--- src/rtl/irq_route_pkg.sv ---
package irq_route_pkg;
   localparam int LINE_TICK = 0;
   localparam int LINE_RTC  = 8;
   localparam int MIN_LINES = LINE_RTC + 1;
   localparam int MIN_CH    = 2;
endpackage

--- src/rtl/irq_chan_slot.sv ---
module irq_chan_slot (
   input  logic clk,
   input  logic rst_n,
   input  logic fire,
   input  logic ch_en,
   input  logic glb_en,
   input  logic is_level,
   input  logic clr,
   output logic held,
   output logic pulse
);
   logic accept;
   assign accept = fire & ch_en & glb_en;

   always_ff @(posedge clk or negedge rst_n) begin
      if (!rst_n) begin
         held  <= 1'b0;
         pulse <= 1'b0;
      end else begin
         if (clr)
            held <= 1'b0;
         else if (fire && !accept)
            held <= 1'b0;
         else if (accept && is_level)
            held <= 1'b1;
         pulse <= accept & ~is_level & ~clr;
      end
   end

   p_level_set_r2: assert property (@(posedge clk) disable iff (!rst_n)
      fire && ch_en && glb_en && is_level && !clr |=> held);
   p_disabled_fire_r4: assert property (@(posedge clk) disable iff (!rst_n)
      fire && !(ch_en && glb_en) |=> !held && !pulse);
   p_w1c_clear_r5: assert property (@(posedge clk) disable iff (!rst_n)
      clr |=> !held && !pulse);
   p_edge_single_r3: assert property (@(posedge clk) disable iff (!rst_n)
      pulse |=> !pulse || $past(fire && ch_en && glb_en));
endmodule

--- src/rtl/irq_legacy_ctl.sv ---
module irq_legacy_ctl (
   input  logic clk,
   input  logic rst_n,
   input  logic legacy_mode,
   input  logic pit_irq_in,
   input  logic rtc_irq_in,
   output logic legacy_q,
   output logic enter_q,
   output logic exit_q,
   output logic tick_q,
   output logic rtc_q
);
   always_ff @(posedge clk or negedge rst_n) begin
      if (!rst_n) begin
         legacy_q <= 1'b0;
         enter_q  <= 1'b0;
         exit_q   <= 1'b0;
         tick_q   <= 1'b0;
         rtc_q    <= 1'b0;
      end else begin
         enter_q  <= legacy_mode & ~legacy_q;
         exit_q   <= ~legacy_mode & legacy_q;
         legacy_q <= legacy_mode;
         tick_q   <= pit_irq_in;
         rtc_q    <= rtc_irq_in;
      end
   end
endmodule

--- src/rtl/irq_line_merge.sv ---
module irq_line_merge #(
   parameter int NUM_CH    = 4,
   parameter int NUM_LINES = 16,
   parameter int ROUTE_W   = 4
) (
   input  logic [NUM_CH-1:0]         act,
   input  logic [NUM_CH*ROUTE_W-1:0] route,
   input  logic                      legacy_q,
   input  logic                      enter_q,
   input  logic                      exit_q,
   input  logic                      tick_q,
   input  logic                      rtc_q,
   output logic [NUM_LINES-1:0]      lines
);
   import irq_route_pkg::*;

   logic [ROUTE_W-1:0] eff [NUM_CH];

   for (genvar c = 0; c < NUM_CH; c++) begin : g_eff
      if (c == 0) begin : g_c0
         assign eff[c] = legacy_q ? ROUTE_W'(LINE_TICK) : route[c*ROUTE_W +: ROUTE_W];
      end else if (c == 1) begin : g_c1
         assign eff[c] = legacy_q ? ROUTE_W'(LINE_RTC) : route[c*ROUTE_W +: ROUTE_W];
      end else begin : g_cn
         assign eff[c] = route[c*ROUTE_W +: ROUTE_W];
      end
   end

   for (genvar l = 0; l < NUM_LINES; l++) begin : g_line
      logic chan_or;
      always_comb begin
         chan_or = 1'b0;
         for (int c = 0; c < NUM_CH; c++)
            if (act[c] && eff[c] == ROUTE_W'(l))
               chan_or = 1'b1;
      end
      if (l == LINE_TICK) begin : g_tick
         assign lines[l] = (enter_q || exit_q) ? 1'b0 : (chan_or | (~legacy_q & tick_q));
      end else if (l == LINE_RTC) begin : g_rtc
         assign lines[l] = enter_q ? 1'b0 :
                           exit_q  ? rtc_q : (chan_or | (~legacy_q & rtc_q));
      end else begin : g_plain
         assign lines[l] = chan_or;
      end
   end
endmodule

--- src/rtl/irq_route_unit.sv ---
module irq_route_unit #(
   parameter int NUM_CH    = 4,
   parameter int NUM_LINES = 16,
   parameter int ROUTE_W   = $clog2(NUM_LINES)
) (
   input  logic                      clk,
   input  logic                      rst_n,
   input  logic [NUM_CH-1:0]         fire_req,
   input  logic [NUM_CH*ROUTE_W-1:0] ch_route,
   input  logic [NUM_CH-1:0]         ch_level,
   input  logic [NUM_CH-1:0]         ch_en,
   input  logic                      glb_en,
   input  logic                      legacy_mode,
   input  logic                      pit_irq_in,
   input  logic                      rtc_irq_in,
   input  logic                      sts_clr_we,
   input  logic [NUM_CH-1:0]         sts_clr_data,
   output logic [NUM_LINES-1:0]      irq_lines,
   output logic                      pit_en,
   output logic [NUM_CH-1:0]         irq_status
);
   import irq_route_pkg::*;

   if (NUM_LINES < MIN_LINES) begin : g_bad_lines
      $error("irq_route_unit: NUM_LINES must reach line %0d", LINE_RTC);
   end
   if (NUM_CH < MIN_CH) begin : g_bad_ch
      $error("irq_route_unit: at least %0d channels required", MIN_CH);
   end
   if ((1 << ROUTE_W) < NUM_LINES) begin : g_bad_rw
      $error("irq_route_unit: ROUTE_W too narrow");
   end

   logic [NUM_CH-1:0] held, pulse, clr;
   logic legacy_q, enter_q, exit_q, tick_q, rtc_q;

   assign clr = {NUM_CH{sts_clr_we}} & sts_clr_data;

   for (genvar c = 0; c < NUM_CH; c++) begin : g_ch
      irq_chan_slot u_slot (
         .clk      (clk),
         .rst_n    (rst_n),
         .fire     (fire_req[c]),
         .ch_en    (ch_en[c]),
         .glb_en   (glb_en),
         .is_level (ch_level[c]),
         .clr      (clr[c]),
         .held     (held[c]),
         .pulse    (pulse[c])
      );
   end

   irq_legacy_ctl u_leg (
      .clk         (clk),
      .rst_n       (rst_n),
      .legacy_mode (legacy_mode),
      .pit_irq_in  (pit_irq_in),
      .rtc_irq_in  (rtc_irq_in),
      .legacy_q    (legacy_q),
      .enter_q     (enter_q),
      .exit_q      (exit_q),
      .tick_q      (tick_q),
      .rtc_q       (rtc_q)
   );

   irq_line_merge #(
      .NUM_CH    (NUM_CH),
      .NUM_LINES (NUM_LINES),
      .ROUTE_W   (ROUTE_W)
   ) u_merge (
      .act      (held | pulse),
      .route    (ch_route),
      .legacy_q (legacy_q),
      .enter_q  (enter_q),
      .exit_q   (exit_q),
      .tick_q   (tick_q),
      .rtc_q    (rtc_q),
      .lines    (irq_lines)
   );

   assign pit_en     = ~legacy_q;
   assign irq_status = held;

   p_entry_quiet_r8: assert property (@(posedge clk) disable iff (!rst_n)
      enter_q |-> !irq_lines[LINE_TICK] && !irq_lines[LINE_RTC] && !pit_en);
   p_exit_restore_r9: assert property (@(posedge clk) disable iff (!rst_n)
      exit_q |-> !irq_lines[LINE_TICK] && pit_en && (irq_lines[LINE_RTC] == rtc_q));
   p_mode_tracks_r8: assert property (@(posedge clk) disable iff (!rst_n)
      legacy_mode |=> !pit_en);
endmodule

--- config.mk ---
export PLATFORM = sky130hd
export DESIGN_NAME = irq_route_unit
export DESIGN_NICKNAME = d
export VERILOG_FILES = /design/src/rtl/irq_route_pkg.sv /design/src/rtl/irq_chan_slot.sv /design/src/rtl/irq_legacy_ctl.sv /design/src/rtl/irq_line_merge.sv /design/src/rtl/irq_route_unit.sv
export SDC_FILE = /design/constraint.sdc
export NUM_CORES = 1
export LEC_CHECK = 0
export BUFFER_PORTS_ARGS = -buffer_cell sky130_fd_sc_hd__buf_2
export CORE_MARGIN = 3
export CORE_UTILIZATION = 41
export CTS_CLUSTER_DIAMETER = 50
export DETAILED_ROUTE_END_ITERATION = 10
export PLACE_DENSITY_LB_ADDON = 0.2
export SYNTH_ARGS = -nofsm -noshare
export SYNTH_HDL_FRONTEND = slang
export SYNTH_HIERARCHICAL = 1
export SYNTH_SLANG_ARGS = --single-unit
--- constraint.sdc ---
create_clock -name clk -period 1.9 [get_ports clk]
set_input_delay 0.285 -clock clk [delete_from_list [all_inputs] [get_ports clk]]
set_output_delay 0.285 -clock clk [all_outputs]
set_load 0.01 [all_outputs]
==> flow_metrics.py, run 1 <==
metrics = {
    "logic_synthesis": {
        "synth_top_area_share_pct": 25.8,
        "async_flop_share_pct": 100,
        "synth_area_leaders": "dfrtp_1, buf_4, nor2_1",
        "synth_compound_gate_area_share_pct": 27.7,
        "syn_area_per_cell_um2": 7.88,
        "synth_edf_count": 0,
        "yosys.area.top_type": "dfrtp_1",
        "syn_area_um2": 1260,
        "synth-adder-area-share_pct": 0,
        "ys_warn_count": 6,
        "syn_nets": 199,
        "ys_types": 45,
        "ys_ff_latch": 13,
        "syn_inst": 160,
        "yosys.area_share.simple_pct": 34.5,
        "synth_xor_area_share_pct": 0,
        "synthMuxAreaShare_pct": 0,
        "synth.yosys.seq_area_share_pct": 25.8,
        "synth_top_family_by_area": "simple AND/OR/NAND/NOR gates",
        "synth_ff_type": "dfrtp_1",
    },
    "min_path": {
        "hp-class": "in -> reg",
        "min_to": "u_leg/rtc_q$_DFF_PN0_",
        "min_path_cells": 1,
        "hp-start": "rtc_irq_in",
    },
    "worst_setup_path": {
        "max_stage_delay_ns": 0.55,
        "worst-path-max-fanout": 2,
        "critPathTopFamily": "simple AND/OR/NAND/NOR gates",
        "critical_path_class": "reg -> out",
        "r2r-start": "u_leg/legacy_q$_DFF_PN0_",
        "r2r-end": "u_leg/exit_q$_DFF_PN0_",
        "path_buf_inv": 1,
        "crit_slowest_cell": "or4b_4",
        "cp-end-kind": "output port",
        "cp_cell_sequence": "or4b_4, nor3_2, a21oi_2, a311oi_2, buf_2",
        "reg2reg_depth": 4,
        "cp_data_required_time_ns": 1.62,
        "cp-start-kind": "flop",
        "rrSetupSlack_ns": 0.85,
        "worst_ep_arrival_time_ns": 1.95,
    },
    "routing": {
        "vias_per_cell": 6.11,
        "drt-total-wl_um": 3950,
        "ant_nets": 0,
        "vias": 1528,
        "drtPass1Iterations": 4,
        "remaining_drc_errors": 0,
        "routedWlPerCell_um": 15.8,
        "drt-initial-drc-count": 106,
    },
    "floorplanning": {
        "core_area_um2": 2850,
        "dieWidth_um": 61.5,
        "fp.dieH_um": 61.5,
        "start_util_pct": 44.2,
        "io_pins": 60,
        "die_area_um2": 3780,
        "num_rows": 19,
    },
    "finish": {
        "fillers": 245,
        "fin_area_um2": 1740,
        "area_growth_pct": 38.2,
        "layout_common_cells": "buf_2, nor2_1, nand2_1, dfrtp_1, buf_4",
        "instances_no_fill": 250,
        "drive_above_1_share_pct": 49.3,
        "num_antenna_cells": 0,
        "fin_nets": 259,
        "final_common_cell": "buf_2",
    },
    "sta": {
        "slew_headroom_pct": 71.2,
        "max_freq_ghz": 0.448,
        "report.final.hold_viol_count": 0,
        "layout_min_cycle_time_ns": 2.23,
        "period_share_pct": 117,
        "setup_viol": 16,
        "setup_tns_ns": -2.31,
        "setup_ws_ns": -0.331,
        "final-max-slew-violation-count": 0,
        "skew_ns": 0.0000610,
        "rsz0062_at_grt": "yes",
        "tightest_slew_ns": 0.431,
    },
    "power_and_ir_drop": {
        "power.total_w": 0.000746,
        "power_frac_seq_pct": 40.0,
        "switching_share_pct": 32.8,
        "p_per_area_nw_per_um2": 428,
        "p_leak_nw": 0.805,
        "p_sw_w": 0.000244,
        "peakVddDrop_v": 0.000535,
        "internal_power_w": 0.000502,
        "power_frac_clock_pct": 21.9,
        "pwr-share-comb_pct": 38.1,
    },
    "global_routing": {
        "first_global_vias": 1413,
        "grt_first_pass_wirelength_um": 6110,
        "antenna_found_initial": 0,
        "grt_util_all_layers_pct": 21.4,
        "grt_overflow": 0,
        "grt_max_degree": 14,
    },
    "placement": {
        "dp.cells": 237,
        "portBuffers": 59,
        "place_area_um2": 1500,
        "hpwl_um": 3010,
        "place.gp.congestion": 0.879,
    },
    "clocking": {
        "path_clk_slew_ns": 0.07,
        "clk_latency_ns": 0.26,
        "clockBufferDepth": 2,
        "cts.htree.levels": 1,
        "clock-sinks": 13,
        "root_buffer": "clkbuf_4",
        "cts_tree": "done",
        "cts_buffers": 3,
    },
    "outcome": {
        "failed_checks": "setup timing",
        "status": "finished, violations left",
    },
    "run": {
        "drv_cap": 0,
    },
}
-- power by group through the flow --
stage | clock (W) | sequential, W | combinational (W)
2_1_floorplan | 0 | 0.000307 | 0.000124
3_3_place_gp | 0 | 0.000304 | 0.000219
3_5_place_dp | 0 | 0.000305 | 0.000224
4_1_cts | 0.000168 | 0.000298 | 0.000258
5_1_grt | 0.000185 | 0.000300 | 0.000310
6_report | 0.000164 | 0.000298 | 0.000285
-- cells by family (layout without fill, tap and decap cells) --
| group | Yosys count | in the layout |
|---|---|---|
| buffers and inverters | 25 | 84 |
| flip-flops | 13 | 13 |
| AND/OR/NAND/NOR | 75 | 75 |
| AO/OA/AOI/OAI | 47 | 47 |
-- state kept, by name (all words and copies together), names as in the netlist --
name and flops:
g_ch.u_slot/pulse 4, u_leg/exit_q 1, u_leg/rtc_q 1, u_leg/legacy_q 1, g_ch.u_slot/held 4, u_leg/tick_q 1, u_leg/enter_q 1
-- final cells by class --
class	count	area (um^2)	share of cell area [%]
clock buffers	4	26.3	1.51
multi-input cells	122	907	52.0
well taps	31	38.8	2.23
inverters	8	35.0	2.01
repair buffers	72	410	23.5
flip-flops and latches	13	325	18.7
-- through the flow --
stage | hold slack [ns] | util, % | worst slack, ns
after floorplan | -0.0106 | - | 0.0825
after global placement | 0.177 | 52.7 | 0.0401
after detailed placement | 0.186 | 52.7 | -0.0128
after CTS | 0.118 | 58.1 | -0.271
after global routing | 0.116 | 61.1 | -0.418
final | 0.127 | 61.1 | -0.331
-- what timing repair did --
item	in CTS	in global routing
hold buffers	1	0
pin swaps	9	12
gates cloned	0	0
gates resized for setup	24	17
buffers inserted	5	4
endpoints found under the setup margin	15	16
endpoints found under the hold margin	13	0
-- worst max path at each step --
stage                                          startpoint           end  slack, ns  cells after the start
final                            u_leg/legacy_q$_DFF_PN0_  irq_lines[0]      -0.33                      5
after global routing      g_ch[1].u_slot/held$_DFFE_PN0P_  irq_lines[0]      -0.42                      6
after CTS                 g_ch[1].u_slot/held$_DFFE_PN0P_  irq_lines[0]      -0.27                      6
after detailed placement         u_leg/legacy_q$_DFF_PN0_  irq_lines[0]      -0.01                      5
after global placement           u_leg/legacy_q$_DFF_PN0_  irq_lines[0]       0.04                      5
after floorplan           g_ch[1].u_slot/held$_DFFE_PN0P_  irq_lines[4]       0.08                      5
-- synthesized netlist by cell type, drive strengths merged (3+ instances only) --
cell type and number:
a31oi 4, o21ai 6, inv 8, nand2b 4, nor2 16, nand3 4, nand3b 3, o221ai 3
a221o 5, nand2 14, buf 15, nor4b 4, a211oi 4, nor2b 5, a21oi 8, o32ai 3
o22ai 3, and2 4, or2 5, dfrtp 13
-- layer usage --
metal / global-route usage [%] / up-vias / routed length, um
met4: 6.97 / 0 / 78
li1: - / 716 / -
met1: 27.0 / 733 / 1520
met5: 0 / - / 0
met2: 36.9 / 69 / 2040
met3: 3.77 / 10 / 306
Note: power is estimated with default switching activity, not from simulation.
==> run 2, diff against run 1 <==
- GPL_TIMING_DRIVEN: not set -> 0
==> run 2 against run 1 <==
Hold slack worse by 0.0024 ns. Final cell count up 3.2%. Flip-flop and latch count unchanged. Clock skew about the same. Register-to-register slack better by 0.14 ns. Fmax up 2.3%. Setup slack better by 0.050 ns. Routed wire length down 0.76%. Power up 1.9%. Via count up 1.0%. Clock power about the same. The run still ends with setup timing left.
==> flow_metrics.py, run 2 (synthesized netlist as in run 1, its figures left out) <==
metrics = {
    "worst_setup_path": {
        "critical_path_class": "reg -> out",
        "cp_data_required_time_ns": 1.62,
        "cp-start-kind": "flop",
        "reg2reg_depth": 4,
        "worst_ep_arrival_time_ns": 1.90,
        "cp-end-kind": "output port",
        "worst-path-max-fanout": 4,
    },
    "power_and_ir_drop": {
        "p_per_area_nw_per_um2": 415,
        "internal_power_w": 0.000516,
        "p_sw_w": 0.000244,
        "p_leak_nw": 0.851,
        "power_frac_clock_pct": 21.5,
        "peakVddDrop_v": 0.000391,
        "power_frac_seq_pct": 39.2,
        "pwr-share-comb_pct": 39.3,
        "switching_share_pct": 32.1,
    },
    "floorplanning": {
        "dieWidth_um": 61.5,
        "num_rows": 19,
        "start_util_pct": 44.2,
        "core_area_um2": 2850,
        "fp.dieH_um": 61.5,
        "die_area_um2": 3780,
        "io_pins": 60,
    },
    "global_routing": {
        "antenna_found_initial": 0,
        "grt_max_degree": 14,
        "grt_first_pass_wirelength_um": 5820,
        "first_global_vias": 1345,
        "grt_util_all_layers_pct": 20.6,
        "grt_overflow": 0,
    },
    "placement": {
        "place_ws_ns": -0.167,
        "portBuffers": 56,
        "place.gp.congestion": 0.872,
        "place_area_um2": 1580,
        "hpwl_um": 2970,
    },
    "sta": {
        "tightest_slew_ns": 0.420,
        "period_share_pct": 115,
        "slew_headroom_pct": 72.0,
        "skew_ns": 0.0000827,
        "layout_min_cycle_time_ns": 2.18,
        "final-max-slew-violation-count": 0,
        "rsz0062_at_grt": "yes",
        "setup_ws_ns": -0.281,
        "report.final.hold_viol_count": 0,
        "max_freq_ghz": 0.458,
        "setup_viol": 15,
    },
    "routing": {
        "drtPass1Iterations": 4,
        "remaining_drc_errors": 0,
        "vias_per_cell": 5.98,
        "drt-total-wl_um": 3920,
        "routedWlPerCell_um": 15.2,
        "vias": 1544,
        "drt-initial-drc-count": 75,
        "ant_nets": 0,
    },
    "finish": {
        "fin_area_um2": 1830,
        "drive_above_1_share_pct": 49.8,
        "final_common_cell": "buf_2",
        "layout_common_cells": "buf_2, buf_4, nor2_1",
        "area_growth_pct": 45.4,
        "fin_nets": 267,
        "num_antenna_cells": 0,
        "top_regs": "g_ch.u_slot/held: 4 flops, g_ch.u_slot/pulse: 4 flops",
    },
    "outcome": {
        "status": "finished, violations left",
        "failed_checks": "setup timing",
    },
    "clocking": {
        "cts_buffers": 3,
        "clockBufferDepth": 2,
        "root_buffer": "clkbuf_4",
        "clk_latency_ns": 0.26,
        "cts_tree": "done",
        "path_clk_slew_ns": 0.08,
        "clock-sinks": 13,
        "cts.htree.levels": 1,
    },
    "min_path": {
        "min_path_cells": 1,
        "hp-class": "in -> reg",
    },
    "run": {
        "drv_cap": 0,
    },
}
run 2: cell types whose count changed in the layout (fill, tap and decap cells not counted), sizes merged:
cell / change
buf: +6
clkbuf: +2
run 2: cell type report:
type	count	area, um^2
fill	251	1020
multi-input combinational	122	901
timing repair buffer	73	463
sequential	13	327
buffer	7	46.3
tap	31	38.8
inverter	8	32.5
clock buffer	4	26.3
run 2: path summary, 6_finish.rpt:
check,slack [ns],endpoint,start
max in group asynchronous,1.24,u_leg/legacy_q$_DFF_PN0_,rst_n
hold / removal,0.12,u_leg/rtc_q$_DFF_PN0_,rtc_irq_in
hold reg to reg,0.61,u_leg/enter_q$_DFF_PN0_,u_leg/legacy_q$_DFF_PN0_
setup reg to reg,0.99,g_ch[2].u_slot/held$_DFFE_PN0P_,g_ch[2].u_slot/held$_DFFE_PN0P_
min in group asynchronous,0.42,g_ch[1].u_slot/held$_DFFE_PN0P_,rst_n
setup / recovery,-0.28,irq_lines[0],g_ch[1].u_slot/held$_DFFE_PN0P_
run 2: layer usage:
metal	GRT usage, %	part of all wire [%]	vias to the layer above
li1	-	-	730
met1	24.8	40	732
met2	37.2	50	71
met3	3.56	7.8	11
met4	6.67	1.7	0
met5	0	0	-
run 2: timing repair:
item,CTS,global route
endpoints found under the setup margin,16,16
setup buffers,8,8
pin swaps,17,11
hold endpoints to repair,13,0
hold buffers,1,0
gates resized for setup,34,12
run 2: power groups by stage:
stage                     Sequential, W  Clock [W]  Combinational, W
after global placement         0.000306          0          0.000223
after global routing           0.000300   0.000179          0.000326
after detailed placement       0.000306          0          0.000229
after CTS                      0.000298   0.000172          0.000271
final                          0.000298   0.000163          0.000299
after floorplan                0.000307          0          0.000124
run 2: per-stage QoR:
| stage | TNS (ns) | total power (W) | std cells | hold WS [ns] | util, % |
|---|---|---|---|---|---|
| after floorplan | 0 | 0.000432 | 160 | -0.0106 | - |
| after global placement | -0.473 | 0.000529 | 247 | 0.175 | 55.4 |
| after detailed placement | -0.572 | 0.000536 | 247 | 0.185 | 55.4 |
| after CTS | -1.95 | 0.000741 | 251 | 0.114 | 61.1 |
| after global routing | -3.27 | 0.000805 | 258 | 0.115 | 64.3 |
| final | -2.11 | 0.000761 | 258 | 0.124 | 64.3 |
run 2: critical path, cell delays in order, from the launching register on:
cell	delay [ns]
dfrtp_1	0.35
or2_4	0.13
or4b_4	0.49
nor3_2	0.15
a21oi_1	0.07
a311oi_2	0.26
buf_2	0.17
==> run 3, diff against run 2 <==
- PLACE_DENSITY: not set -> 0.74
- PLACE_DENSITY_LB_ADDON: 0.2 -> not set
==> run 3 against run 2 <==
The flow still finishes with violations (setup timing). Cell area shrank 1.2%. Setup slack gained 0.054 ns. Clock power about the same. Flip-flop and latch count is the same. Via count is 3.6% lower. Critical path type unchanged. Critical endpoint unchanged.
==> flow_metrics.py, run 3 (synthesized netlist as in run 1, its figures left out) <==
metrics = {
    "sta": {
        "rsz0062_at_grt": "yes",
        "max_freq_ghz": 0.470,
        "period_share_pct": 112,
        "hold_slack_ns": 0.120,
        "setup_viol": 14,
        "tightest_slew_ns": 0.435,
        "layout_min_cycle_time_ns": 2.13,
        "skew_ns": 0.0000760,
        "final-max-slew-violation-count": 0,
        "setup_ws_ns": -0.227,
        "slew_headroom_pct": 70.9,
        "report.final.hold_viol_count": 0,
    },
    "finish": {
        "area_growth_pct": 43.7,
        "final_common_cell": "buf_2",
        "top_regs": "g_ch.u_slot/held: 4 flops, g_ch.u_slot/pulse: 4 flops",
        "drive_above_1_share_pct": 50.0,
        "fillers": 249,
        "num_antenna_cells": 0,
        "fin_nets": 260,
        "regArea_um2": 327,
        "post-route-util_pct": 63.5,
        "multi_input_area_um2": 928,
        "layout_common_cells": "buf_2, nand2_1, dfrtp_1, buf_4, nor2_1",
    },
    "power_and_ir_drop": {
        "power_frac_seq_pct": 39.7,
        "p_sw_w": 0.000244,
        "switching_share_pct": 32.4,
        "power_frac_clock_pct": 21.3,
        "pwr-share-comb_pct": 39.0,
        "peakVddDrop_v": 0.000335,
        "p_per_area_nw_per_um2": 416,
        "internal_power_w": 0.000510,
        "power.total_w": 0.000754,
        "p_leak_nw": 0.822,
    },
    "run": {
        "drv_cap": 0,
    },
    "routing": {
        "drt-initial-drc-count": 80,
        "routedWlPerCell_um": 15.3,
        "vias": 1489,
        "drtPass1Iterations": 4,
        "remaining_drc_errors": 0,
        "drt-total-wl_um": 3850,
        "ant_nets": 0,
        "vias_per_cell": 5.93,
    },
    "global_routing": {
        "grt_util_all_layers_pct": 20.2,
        "grt_overflow": 0,
        "first_global_vias": 1382,
        "antenna_found_initial": 0,
        "grt_first_pass_wirelength_um": 5790,
        "grt_max_degree": 14,
    },
    "outcome": {
        "status": "finished, violations left",
        "failed_checks": "setup timing",
    },
    "worst_setup_path": {
        "cp-start-kind": "flop",
        "critical_path_class": "reg -> out",
        "worst-path-max-fanout": 4,
        "cp-end-kind": "output port",
        "cp_data_required_time_ns": 1.62,
        "worst_ep_arrival_time_ns": 1.84,
    },
    "placement": {
        "portBuffers": 56,
        "place.gp.congestion": 0.924,
        "place_ws_ns": -0.248,
        "hpwl_um": 2860,
    },
    "clocking": {
        "cts.htree.levels": 1,
        "clockBufferDepth": 2,
        "root_buffer": "clkbuf_4",
        "clock-sinks": 13,
        "clk_latency_ns": 0.26,
        "cts_buffers": 3,
        "path_clk_slew_ns": 0.07,
        "cts_tree": "done",
    },
    "floorplanning": {
        "die_area_um2": 3780,
        "num_rows": 19,
        "io_pins": 60,
        "core_area_um2": 2850,
        "dieWidth_um": 61.5,
        "start_util_pct": 44.2,
        "fp.dieH_um": 61.5,
    },
    "min_path": {
        "hp-class": "in -> reg",
    },
}
[run 3: cell count changes in the layout (fill, tap and decap cells not counted), sizes merged]
cell,previous run,this run
buf,77,70
[run 3: power groups by stage]
stage | clock, W | sequential, W | combinational [W]
after floorplan | 0 | 0.000307 | 0.000124
after CTS | 0.000169 | 0.000299 | 0.000258
after global routing | 0.000178 | 0.000300 | 0.000322
final | 0.000161 | 0.000299 | 0.000294
after global placement | 0 | 0.000306 | 0.000226
after detailed placement | 0 | 0.000307 | 0.000229
[run 3: final timing paths]
| path | to | slack (ns) | depth (start not counted) | start |
|---|---|---|---|---|
| setup / recovery | irq_lines[0] | -0.23 | 6 | g_ch[1].u_slot/held$_DFFE_PN0P_ |
| hold / removal | u_leg/tick_q$_DFF_PN0_ | 0.12 | 1 | pit_irq_in |
| setup reg to reg | g_ch[0].u_slot/held$_DFFE_PN0P_ | 0.98 | 4 | g_ch[0].u_slot/held$_DFFE_PN0P_ |
| hold reg to reg | u_leg/enter_q$_DFF_PN0_ | 0.64 | 2 | u_leg/legacy_q$_DFF_PN0_ |
| max in group asynchronous | u_leg/legacy_q$_DFF_PN0_ | 1.24 | 2 | rst_n |
| min in group asynchronous | u_leg/rtc_q$_DFF_PN0_ | 0.43 | 2 | rst_n |
[run 3: timing repair]
item	in CTS	in global routing
endpoints found under the setup margin	16	16
pin swaps	21	12
setup buffers	6	5
resized for setup	29	22
endpoints found under the hold margin	13	0
hold buffers	1	0
[run 3: final cells by class]
cell class / count / area share, %
flip-flops and latches: 13 / 18.0
well taps: 31 / 2.14
inverters: 8 / 1.66
repair buffers: 68 / 23.8
multi-input cells: 122 / 51.2
plain buffers: 5 / 1.73
clock buffers: 4 / 1.45
[run 3: per-layer routing]
layer,track usage [%],share of wire (%)
met5,0,0
met4,7.88,1.7
met3,3.14,7.9
met2,33.4,48
met1,26.5,42
[run 3: critical path: stages (launching register included)]
cell	delay [ns]
dfrtp_1	0.35
or2_4	0.14
or4b_4	0.49
nor3_2	0.12
a21oi_1	0.06
a311oi_2	0.23
buf_2	0.17
[run 3: per-stage QoR]
stage	instances	cell area [um^2]	TNS [ns]
floorplan	160	1260	0
global placement	247	1580	-0.641
detailed placement	247	1580	-0.861
global route	251	1810	-2.74
CTS	248	1690	-2.01
finish	251	1810	-1.75
